### src/rtl/rank_region_pkg.sv
package rank_region_pkg;

    typedef enum logic [1:0] {
        ST_IDLE = 2'd0,
        ST_HIT  = 2'd1,
        ST_MISS = 2'd2,
        ST_OOR  = 2'd3
    } rsp_state_e;

endpackage

### src/rtl/rank_layout.sv
module rank_layout #(
    parameter int NUM_CH       = 2,
    parameter int RANKS_PER_CH = 4,
    parameter int BND_W        = 10,
    parameter int CMP_W        = 12
) (
    input  logic [NUM_CH*RANKS_PER_CH*BND_W-1:0] cfg_bounds,
    input  logic [BND_W-1:0]                     cfg_tom,
    input  logic                                 cfg_single,
    output logic [NUM_CH*RANKS_PER_CH*CMP_W-1:0] lo_flat,
    output logic [NUM_CH*RANKS_PER_CH*CMP_W-1:0] hi_flat,
    output logic [NUM_CH*RANKS_PER_CH-1:0]       slot_en,
    output logic                                 stacked
);
    localparam int NSLOT   = NUM_CH * RANKS_PER_CH;
    localparam int LAST_LO = (NSLOT - 1) * BND_W;

    // stacked: final boundary of the last channel reaches top of memory
    assign stacked = (NUM_CH > 1) && !cfg_single &&
                     (cfg_bounds[LAST_LO +: BND_W] == cfg_tom);

    always_comb begin
        logic [CMP_W-1:0] prev_top;
        logic [CMP_W-1:0] base;
        prev_top = '0;
        base     = '0;
        lo_flat  = '0;
        hi_flat  = '0;
        for (int c = 0; c < NUM_CH; c++) begin
            base = stacked ? '0 : prev_top;
            for (int r = 0; r < RANKS_PER_CH; r++) begin
                hi_flat[(c*RANKS_PER_CH+r)*CMP_W +: CMP_W] =
                    base + CMP_W'(cfg_bounds[(c*RANKS_PER_CH+r)*BND_W +: BND_W]);
                if (r == 0)
                    lo_flat[(c*RANKS_PER_CH)*CMP_W +: CMP_W] = prev_top;
                else
                    lo_flat[(c*RANKS_PER_CH+r)*CMP_W +: CMP_W] =
                        base + CMP_W'(cfg_bounds[(c*RANKS_PER_CH+r-1)*BND_W +: BND_W]);
            end
            prev_top = base +
                CMP_W'(cfg_bounds[(c*RANKS_PER_CH+RANKS_PER_CH-1)*BND_W +: BND_W]);
        end
    end

    genvar s;
    generate
        for (s = 0; s < NSLOT; s++) begin : g_en
            if (s < RANKS_PER_CH) begin : g_ch0
                assign slot_en[s] = 1'b1;
            end else begin : g_chn
                assign slot_en[s] = !cfg_single;
            end
        end
    endgenerate

endmodule

### src/rtl/rank_window.sv
module rank_window #(
    parameter int CMP_W = 12
) (
    input  logic [CMP_W-1:0] unit_addr,
    input  logic [CMP_W-1:0] lo,
    input  logic [CMP_W-1:0] hi,
    input  logic             enable,
    output logic             match
);
    logic nonempty;
    assign nonempty = hi > lo;
    assign match    = enable && nonempty && (unit_addr >= lo) && (unit_addr < hi);
endmodule

### src/rtl/slot_picker.sv
module slot_picker #(
    parameter int NSLOT  = 8,
    parameter int SLOT_W = 3
) (
    input  logic [NSLOT-1:0]  match_vec,
    output logic              any,
    output logic [SLOT_W-1:0] idx
);
    always_comb begin
        idx = '0;
        for (int i = NSLOT - 1; i >= 0; i--) begin
            if (match_vec[i]) idx = SLOT_W'(i);
        end
    end
    assign any = |match_vec;
endmodule

### src/rtl/rank_region_decoder.sv
module rank_region_decoder
    import rank_region_pkg::*;
#(
    parameter int NUM_CH       = 2,
    parameter int RANKS_PER_CH = 4,
    parameter int BND_W        = 10,
    parameter int GRAIN_SH     = 26,
    parameter int ADDR_W       = 36
) (
    input  logic                                       clk,
    input  logic                                       rst_n,
    input  logic [NUM_CH*RANKS_PER_CH*BND_W-1:0]       cfg_bounds,
    input  logic [BND_W-1:0]                           cfg_tom,
    input  logic                                       cfg_single,
    input  logic                                       req_valid,
    input  logic [ADDR_W-1:0]                          req_addr,
    output logic                                       rsp_valid,
    output logic                                       rsp_hit,
    output logic                                       rsp_oor,
    output logic [$clog2(NUM_CH)-1:0]                  rsp_chan,
    output logic [$clog2(RANKS_PER_CH)-1:0]            rsp_rank,
    output logic [$clog2(NUM_CH*RANKS_PER_CH)-1:0]     rsp_slot,
    output logic                                       layout_stacked
);
    localparam int NSLOT  = NUM_CH * RANKS_PER_CH;
    localparam int SLOT_W = $clog2(NSLOT);
    localparam int RANK_W = $clog2(RANKS_PER_CH);
    localparam int UNIT_W = ADDR_W - GRAIN_SH;
    localparam int WIDE_W = (UNIT_W > BND_W) ? UNIT_W : BND_W;
    localparam int CMP_W  = WIDE_W + $clog2(NUM_CH) + 1;

    logic [CMP_W-1:0]       unit_addr;
    logic [CMP_W-1:0]       tom_ext;
    logic [NSLOT*CMP_W-1:0] lo_flat;
    logic [NSLOT*CMP_W-1:0] hi_flat;
    logic [NSLOT-1:0]       slot_en;
    logic [NSLOT-1:0]       match_vec;
    logic                   pick_any;
    logic [SLOT_W-1:0]      pick_idx;
    logic                   addr_oor;

    rsp_state_e             state_q, state_d;
    logic [SLOT_W-1:0]      slot_q, slot_d;

    assign unit_addr = CMP_W'(req_addr[ADDR_W-1:GRAIN_SH]);
    assign tom_ext   = CMP_W'(cfg_tom);
    assign addr_oor  = unit_addr >= tom_ext;

    rank_layout #(
        .NUM_CH(NUM_CH), .RANKS_PER_CH(RANKS_PER_CH),
        .BND_W(BND_W), .CMP_W(CMP_W)
    ) u_layout (
        .cfg_bounds (cfg_bounds),
        .cfg_tom    (cfg_tom),
        .cfg_single (cfg_single),
        .lo_flat    (lo_flat),
        .hi_flat    (hi_flat),
        .slot_en    (slot_en),
        .stacked    (layout_stacked)
    );

    genvar s;
    generate
        for (s = 0; s < NSLOT; s++) begin : g_win
            rank_window #(.CMP_W(CMP_W)) u_win (
                .unit_addr (unit_addr),
                .lo        (lo_flat[s*CMP_W +: CMP_W]),
                .hi        (hi_flat[s*CMP_W +: CMP_W]),
                .enable    (slot_en[s]),
                .match     (match_vec[s])
            );
        end
    endgenerate

    slot_picker #(.NSLOT(NSLOT), .SLOT_W(SLOT_W)) u_pick (
        .match_vec (match_vec),
        .any       (pick_any),
        .idx       (pick_idx)
    );

    // next-state selection
    always_comb begin
        state_d = ST_IDLE;
        slot_d  = '0;
        if (req_valid) begin
            if (addr_oor) begin
                state_d = ST_OOR;
            end else if (pick_any) begin
                state_d = ST_HIT;
                slot_d  = pick_idx;
            end else begin
                state_d = ST_MISS;
            end
        end
    end

    // state register
    always_ff @(posedge clk) begin
        if (!rst_n) begin
            state_q <= ST_IDLE;
            slot_q  <= '0;
        end else begin
            state_q <= state_d;
            slot_q  <= slot_d;
        end
    end

    // outputs from state
    always_comb begin
        rsp_valid = 1'b0;
        rsp_hit   = 1'b0;
        rsp_oor   = 1'b0;
        unique case (state_q)
            ST_IDLE: ;
            ST_HIT:  begin rsp_valid = 1'b1; rsp_hit = 1'b1; end
            ST_MISS: rsp_valid = 1'b1;
            ST_OOR:  begin rsp_valid = 1'b1; rsp_oor = 1'b1; end
            default: ;
        endcase
    end

    assign rsp_slot = slot_q;
    assign rsp_rank = slot_q[RANK_W-1:0];
    assign rsp_chan = slot_q[SLOT_W-1:RANK_W];

    AST_RSP_AFTER_REQ:  assert property (@(posedge clk) disable iff (!rst_n) req_valid |=> rsp_valid);
    AST_RSP_DROPS:      assert property (@(posedge clk) disable iff (!rst_n) !req_valid |=> !rsp_valid);
    AST_HIT_NOT_OOR:    assert property (@(posedge clk) disable iff (!rst_n) rsp_hit |-> !rsp_oor);
    AST_REQ_OOR_RESULT: assert property (@(posedge clk) disable iff (!rst_n) (req_valid && addr_oor) |=> (rsp_oor && !rsp_hit));
    AST_SINGLE_CH0:     assert property (@(posedge clk) disable iff (!rst_n) (rsp_hit && $past(cfg_single)) |-> (rsp_chan == '0));
    AST_NOHIT_ZERO:     assert property (@(posedge clk) disable iff (!rst_n) !rsp_hit |-> (rsp_slot == '0));
    AST_PICK_IS_MATCH:  assert property (@(posedge clk) disable iff (!rst_n) pick_any |-> match_vec[pick_idx]);
    AST_PICK_LOWEST:    assert property (@(posedge clk) disable iff (!rst_n)
                            pick_any |-> ((match_vec & ((NSLOT'(1) << pick_idx) - NSLOT'(1))) == '0));

endmodule

### config.mk
export PLATFORM = sky130hd
export DESIGN_NAME = rank_region_decoder
export DESIGN_NICKNAME = d
export VERILOG_FILES = /design/src/rtl/rank_region_pkg.sv /design/src/rtl/rank_layout.sv /design/src/rtl/rank_window.sv /design/src/rtl/slot_picker.sv /design/src/rtl/rank_region_decoder.sv
export SDC_FILE = /design/constraint.sdc
export NUM_CORES = 1
export LEC_CHECK = 0
export ABC_AREA = 1
export BUFFER_PORTS_ARGS = -buffer_cell sky130_fd_sc_hd__buf_2
export CORE_ASPECT_RATIO = 1.75
export CORE_UTILIZATION = 30
export DETAILED_ROUTE_END_ITERATION = 10
export PLACE_DENSITY = 0.46
export SLEW_MARGIN = 20
export SYNTH_ARGS = -nofsm -noshare
export SYNTH_HDL_FRONTEND = slang
export SYNTH_SLANG_ARGS = --single-unit
### constraint.sdc
create_clock -name clk -period 6.3 [get_ports clk]
set_input_delay 1.26 -clock clk [delete_from_list [all_inputs] [get_ports clk]]
set_output_delay 1.26 -clock clk [all_outputs]
set_load 0.02 [all_outputs]
==> impl_metrics.yaml, run 1 <==
timing:
  finalMaxSlewViolations: 0
  slew_headroom: 0.321
  totalNegativeSetupSlack_ns: 0
  rsz0062_at_grt: "false"
  postLayoutSetupSlackWorst_ns: 0.491
  fmaxAchievable_mhz: 172
  finalCriticalPeriod_ns: 5.81
  timing.final.hold_violations: 0
  worst_pin_slew_ns: 1.02
  layout_worst_path_cycle_share: 0.922
  final-setup-viol-count: 0
final_layout:
  synth_to_layout_area_growth_pct: 20.2
  n_diodes: 0
  final_core_utilization: 0.366
  nets: 1492
  post_route_cells_drive_above_1_share: 0.159
  sequential_cell_area_sq_um: 100
  multiInputGateArea_sq_mm: 0.00552
  num-fill-cells: 2365
  final_area_sq_mm: 0.00764
cts:
  post_cts_setup_buffer_count: 0
  post_cts_resize_count: 0
  cts_tree: "built"
  root_buffer: "sky130_fd_sc_hd__clkbuf_16"
  clkSinkCount: 5
  clk_pin_slew_ns: 0.03
  cts.hold.buffers_added: 0
  clock_tree.htree_level_count: 1
  tritoncts.num_buffers: 3
  clock_tree.buffer_depth: 2
setup_path:
  critical_path_class: "in -> reg"
  max_stage_delay_ns: 0.40
  worstSetupEndpointType: "flop"
  cp_top_family: "simple AND/OR/NAND/NOR gates"
  arrival_ns: 5.92
  critical_path_peak_fanout: 11
  worst_ep_required_time_ns: 6.41
  crit_slowest_cell: "sky130_fd_sc_hd__fa_1"
  critical_path.n_buffers_inverters: 6
  setup.worst_path.start_class: "input pin"
  cp_dominant_cell_by_count: "sky130_fd_sc_hd__nor2_1"
status:
  outcome: "finished, violations left"
  failed_checks: "DRC"
route:
  drt_iter0_drc: 178
  drc: 11
  post_drt_wl_per_cell_um: 16.0
  totalWireLength_mm: 22.7
  avgViaCountPerCell: 4.90
  drt_first_pass_iters: 7
  antenna_violation_net_count_after_detailed_routing: 0
  routed-via-count: 6950
placed_design:
  place_worst_setup_slack_ns: 0.243
  detailedPlacementHpwl_mm: 19.9
  post_dp_cell_area_sq_mm: 0.00756
  globalplace.congestion: 0.815
  port_buffers: 113
global_route:
  global_route.usage.total: 0.211
  grt_overflow_total: 0
  grt_pass1_wl_mm: 35.7
  antenna_found_initial: 0
  via_count_of_the_first_global_routing_pass: 7253
  grt_start_max_net_pins: 12
logic_synthesis:
  synthTopCellsByArea: "sky130_fd_sc_hd__ha_1 37%, sky130_fd_sc_hd__nand2_1 13%, sky130_fd_sc_hd__inv_1 11%, sky130_fd_sc_hd__a21oi_1 7.2%, sky130_fd_sc_hd__nor2_1 5.4%"
  synth_cell_types: 46
  mappedNetlistNets: 1335
  synth_seq_area_share: 0.0158
  synthDominantAreaCellType: "sky130_fd_sc_hd__ha_1"
  synth-edff-count: 0
  synthFlopType: "sky130_fd_sc_hd__dfxtp_1"
  ys.warnings.count: 0
  syn_area_sq_mm: 0.00635
  synthesis.area_per_instance_sq_um: 6.29
  async_reset_ff_frac: 0
  synthDominantCellAreaShare: 0.374
  synth_cells: 1011
  ys_ff_latch: 5
floorplanning:
  placementRows: 70
  die_width_um: 112
  die-height_um: 195
  initial_utilization: 0.305
  fp.dieArea_sq_mm: 0.0218
  io_pins: 140
  placeableCoreArea_sq_mm: 0.0208
power_and_ir_drop:
  leakagePower_nw: 4.54
  ir_worst_vdd_mv: 0.0552
  power_density_mw_per_mm2: 130
  fin_total_pwr_w: 0.000995
flow_run:
  drv.max_cap_violation_count: 0
hold_path:
  worst_hold_path_type: "in -> reg"
==> cells by family (layout without fill, tap and decap cells) <==
family | after synthesis | in the layout | synth area share
AND/OR/NAND/NOR | 413 | 413 | 0.280
XOR/XNOR | 30 | 30 | 0.0413
AO/OA/AOI/OAI | 175 | 175 | 0.160
buffers and inverters | 194 | 350 | 0.116
flip-flops | 5 | 5 | 0.0158
adder cells (fa/ha/maj) | 194 | 194 | 0.387
==> sequential cells by signal, indices dropped and copies added, names as in the netlist <==
register	count
rsp_slot	3
state_q	2
==> placed cells by master (no fill, tap or decap), types with 5 or more instances in the layout <==
cell type                   instances
sky130_fd_sc_hd__nand2_1          212
sky130_fd_sc_hd__ha_1             190
sky130_fd_sc_hd__inv_1            188
sky130_fd_sc_hd__buf_2            113
sky130_fd_sc_hd__nor2_1            91
sky130_fd_sc_hd__a21oi_1           91
sky130_fd_sc_hd__nand3_1           46
sky130_fd_sc_hd__buf_4             41
sky130_fd_sc_hd__o21ai_0           31
sky130_fd_sc_hd__xor2_1            25
sky130_fd_sc_hd__nand4_1           20
sky130_fd_sc_hd__nor3_1            14
sky130_fd_sc_hd__o21bai_1          12
sky130_fd_sc_hd__a31oi_1            9
sky130_fd_sc_hd__nand2_2            9
sky130_fd_sc_hd__o211ai_1           7
sky130_fd_sc_hd__xnor2_1            5
sky130_fd_sc_hd__o2111ai_1          5
sky130_fd_sc_hd__dfxtp_1            5
==> per-stage QoR <==
stage	cells	hold WS [ns]
floorplan	1011	1.39
global placement	1415	1.51
detailed placement	1415	1.51
CTS	1419	1.28
global route	1419	1.30
finish	1419	1.27
==> routing by layer <==
metal,vias to the layer above,routed length [um],global-route usage
met5,-,0,0
li1,3705,-,-
met3,35,559,0.0122
met4,0,864,0.0760
met2,118,12700,0.449
met1,3092,8550,0.206
==> where the power goes <==
part	total [W]	internal [W]	leakage, nW	switching (W)
logic	0.000858	0.000345	4.46	0.000512
clock network	0.000103	0.0000837	0.0382	0.0000193
registers	0.0000344	0.0000335	0.0407	0.000000820
total	0.000995	0.000462	4.54	0.000532
==> cell usage after synthesis (7+ instances only) <==
master                     number
sky130_fd_sc_hd__nand2_1      212
sky130_fd_sc_hd__ha_1         190
sky130_fd_sc_hd__inv_1        188
sky130_fd_sc_hd__a21oi_1       91
sky130_fd_sc_hd__nor2_1        91
sky130_fd_sc_hd__nand3_1       46
sky130_fd_sc_hd__o21ai_0       31
sky130_fd_sc_hd__xor2_1        25
sky130_fd_sc_hd__nand4_1       20
sky130_fd_sc_hd__nor3_1        14
sky130_fd_sc_hd__o21bai_1      12
sky130_fd_sc_hd__a31oi_1        9
sky130_fd_sc_hd__nand2_2        9
sky130_fd_sc_hd__o211ai_1       7
==> path summary, 6_finish.rpt <==
check	from	end	slack, ns	cells past startpoint
worst max-delay path	cfg_tom[5]	rsp_slot[1]	0.49	30
worst min-delay path	req_valid	state_q[0]	1.27	3
==> final cells by class <==
class                           count  area share
Multi-Input combinational cell    812       0.722
Timing Repair Buffer              156       0.120
Inverter                          190      0.0934
Sequential cell                     5      0.0131
Clock buffer                        4      0.0103
Tap cell                          252      0.0413
Power figures use the tool's default switching activity.
==> run 2: changes to the inputs <==
- PLACE_DENSITY: 0.46 -> 0.44
- SYNTH_HIERARCHICAL: unset -> 1
==> impl_metrics.yaml, run 2 <==
setup_path:
  worstSetupEndpointType: "flop"
  critical_path_peak_fanout: 11
  worst_ep_required_time_ns: 6.46
  setup.worst_path.start_class: "input pin"
  arrival_ns: 5.88
  critical_path_class: "in -> reg"
  crit_slowest_cell: "sky130_fd_sc_hd__a21oi_2"
  max_stage_delay_ns: 0.49
  cp_dominant_cell_by_count: "sky130_fd_sc_hd__nand2_1"
final_layout:
  final_area_sq_mm: 0.0120
  n_diodes: 0
  nets: 2432
  largest_register_ff_count: 3
  synth_to_layout_area_growth_pct: 2.64
  mostFrequentLayoutCell: "sky130_fd_sc_hd__nand2_1"
  post_route_cells_drive_above_1_share: 0.0900
  final_cell_mix: "525 x sky130_fd_sc_hd__nand2_1, 423 x sky130_fd_sc_hd__inv_1, 330 x sky130_fd_sc_hd__ha_1, 130 x sky130_fd_sc_hd__nor2_1, 113 x sky130_fd_sc_hd__buf_2"
  num-fill-cells: 4305
placed_design:
  post_dp_cell_area_sq_mm: 0.0119
  detailedPlacementHpwl_mm: 31.1
  port_buffers: 113
  place_worst_setup_slack_ns: 0.325
  globalplace.congestion: 0.844
logic_synthesis:
  synthDominantCellAreaShare: 0.353
  synthesis.area_per_instance_sq_um: 6.03
  synth_cell_types: 34
  async_reset_ff_frac: 0
  synth-edff-count: 0
  synthTopCellsByArea: "sky130_fd_sc_hd__ha_1 35%, sky130_fd_sc_hd__nand2_1 17%, sky130_fd_sc_hd__inv_1 14%, sky130_fd_sc_hd__buf_4 10%, sky130_fd_sc_hd__a21oi_1 4.3%"
  syn_area_sq_mm: 0.0117
  synth_seq_area_share: 0.00855
  ys_ff_latch: 5
  synthDominantAreaCellType: "sky130_fd_sc_hd__ha_1"
  synthFlopType: "sky130_fd_sc_hd__dfxtp_1"
  synth.most_common_cell: "sky130_fd_sc_hd__nand2_1"
  synth_common_cells: "525 x sky130_fd_sc_hd__nand2_1, 423 x sky130_fd_sc_hd__inv_1, 330 x sky130_fd_sc_hd__ha_1"
  ys.warnings.count: 6
  synth_cells: 1940
route:
  post_drt_wl_per_cell_um: 14.7
  avgViaCountPerCell: 4.46
  drt_iter0_drc: 277
  routed-via-count: 10900
  totalWireLength_mm: 36.1
  drc: 0
  antenna_violation_net_count_after_detailed_routing: 0
  drt_first_pass_iters: 5
timing:
  layout_worst_path_cycle_share: 0.908
  slew_headroom: 0.493
  postLayoutSetupSlackWorst_ns: 0.578
  finalCriticalPeriod_ns: 5.72
  timing.final.hold_violations: 0
  fmaxAchievable_mhz: 175
  worst_pin_slew_ns: 0.760
  rsz0062_at_grt: "false"
  finalMaxSlewViolations: 0
  totalNegativeSetupSlack_ns: 0
  final-setup-viol-count: 0
hold_path:
  worst_hold_path_type: "in -> reg"
global_route:
  grt_overflow_total: 0
  via_count_of_the_first_global_routing_pass: 10900
  global_route.usage.total: 0.183
  antenna_found_initial: 0
  grt_pass1_wl_mm: 55.4
  grt_start_max_net_pins: 18
cts:
  clock_tree.htree_level_count: 1
  root_buffer: "sky130_fd_sc_hd__clkbuf_16"
  cts_tree: "built"
  post_cts_setup_buffer_count: 0
  cts.hold.buffers_added: 0
  tritoncts.num_buffers: 3
  clkSinkCount: 5
  clock_tree.buffer_depth: 2
  post_cts_resize_count: 0
  clk_pin_slew_ns: 0.03
floorplanning:
  placeableCoreArea_sq_mm: 0.0384
  placementRows: 95
  io_pins: 140
  fp.dieArea_sq_mm: 0.0398
  initial_utilization: 0.305
  die_width_um: 151
  die-height_um: 263
power_and_ir_drop:
  leakagePower_nw: 7.62
  power_density_mw_per_mm2: 107
  fin_total_pwr_w: 0.00129
  ir_worst_vdd_mv: 0.0589
flow_run:
  drv.max_cap_violation_count: 0
status:
  outcome: "completed"
-- run 2: changes by cell type after synthesis, moves of 9 or more --
cell / delta
sky130_fd_sc_hd__a21oi_1: +9
sky130_fd_sc_hd__a21oi_2: +12
sky130_fd_sc_hd__buf_4: +155
sky130_fd_sc_hd__ha_1: +140
sky130_fd_sc_hd__inv_1: +235
sky130_fd_sc_hd__inv_2: +9
sky130_fd_sc_hd__nand2_1: +313
sky130_fd_sc_hd__nand3_1: +36
sky130_fd_sc_hd__nor2_1: +39
sky130_fd_sc_hd__o21a_1: +9
sky130_fd_sc_hd__o21ai_0: -31
sky130_fd_sc_hd__o21ai_1: +9
sky130_fd_sc_hd__xor2_1: -13
-- run 2: cell type report --
class | instances | area [sq um] | share of cell area
inverters | 433 | 1630 | 0.135
multi-input cells | 1410 | 9020 | 0.751
flip-flops and latches | 5 | 100 | 0.00833
repair buffers | 115 | 581 | 0.0483
well taps | 485 | 607 | 0.0505
clock buffers | 4 | 78.8 | 0.00656
-- run 2: power breakdown --
part           switching, W  internal, W
registers       0.000000970    0.0000337
clock network     0.0000194    0.0000837
logic              0.000724     0.000426
total              0.000744     0.000543
-- run 2: worst max-delay path: cells and delay by family --
| family | cells | cell delay [ns] |
|---|---|---|
| AND/OR/NAND/NOR | 18 | 1.90 |
| adder cells (fa/ha/maj) | 3 | 1.13 |
| buffers and inverters | 8 | 0.60 |
| AO/OA/AOI/OAI | 4 | 0.98 |
-- run 2: cell families (layout without fill, tap and decap cells) --
family | count (synthesis) | after routing | synth area share
buffers and inverters | 593 | 552 | 0.242
AO/OA/AOI/OAI | 161 | 161 | 0.0812
AND/OR/NAND/NOR | 828 | 828 | 0.295
other | 3 | 71 | 0.000962
XOR/XNOR | 16 | 16 | 0.0120
adder cells (fa/ha/maj) | 334 | 334 | 0.360
flip-flops | 5 | 5 | 0.00855
-- run 2: final timing paths --
check	start	to	slack [ns]	cells past startpoint
worst max-delay path	cfg_tom[0]	rsp_slot[0]	0.58	33
worst min-delay path	req_valid	state_q[0]	1.33	3
-- run 2: per-layer routing --
layer  share of wire  vias up  GRT usage
met3           0.026       61     0.0102
met2            0.55      189      0.380
li1                -     5892          -
met5               0        -          0
met1            0.39     4784      0.183
met4           0.039        0     0.0605
-- run 2: stage by stage --
step                hold slack, ns   util  instances
floorplan                     1.42      -       2008
global placement              1.56  0.311       2448
detailed placement            1.56  0.311       2448
CTS                           1.33  0.313       2452
global route                  1.35  0.313       2452
finish                        1.33  0.313       2452
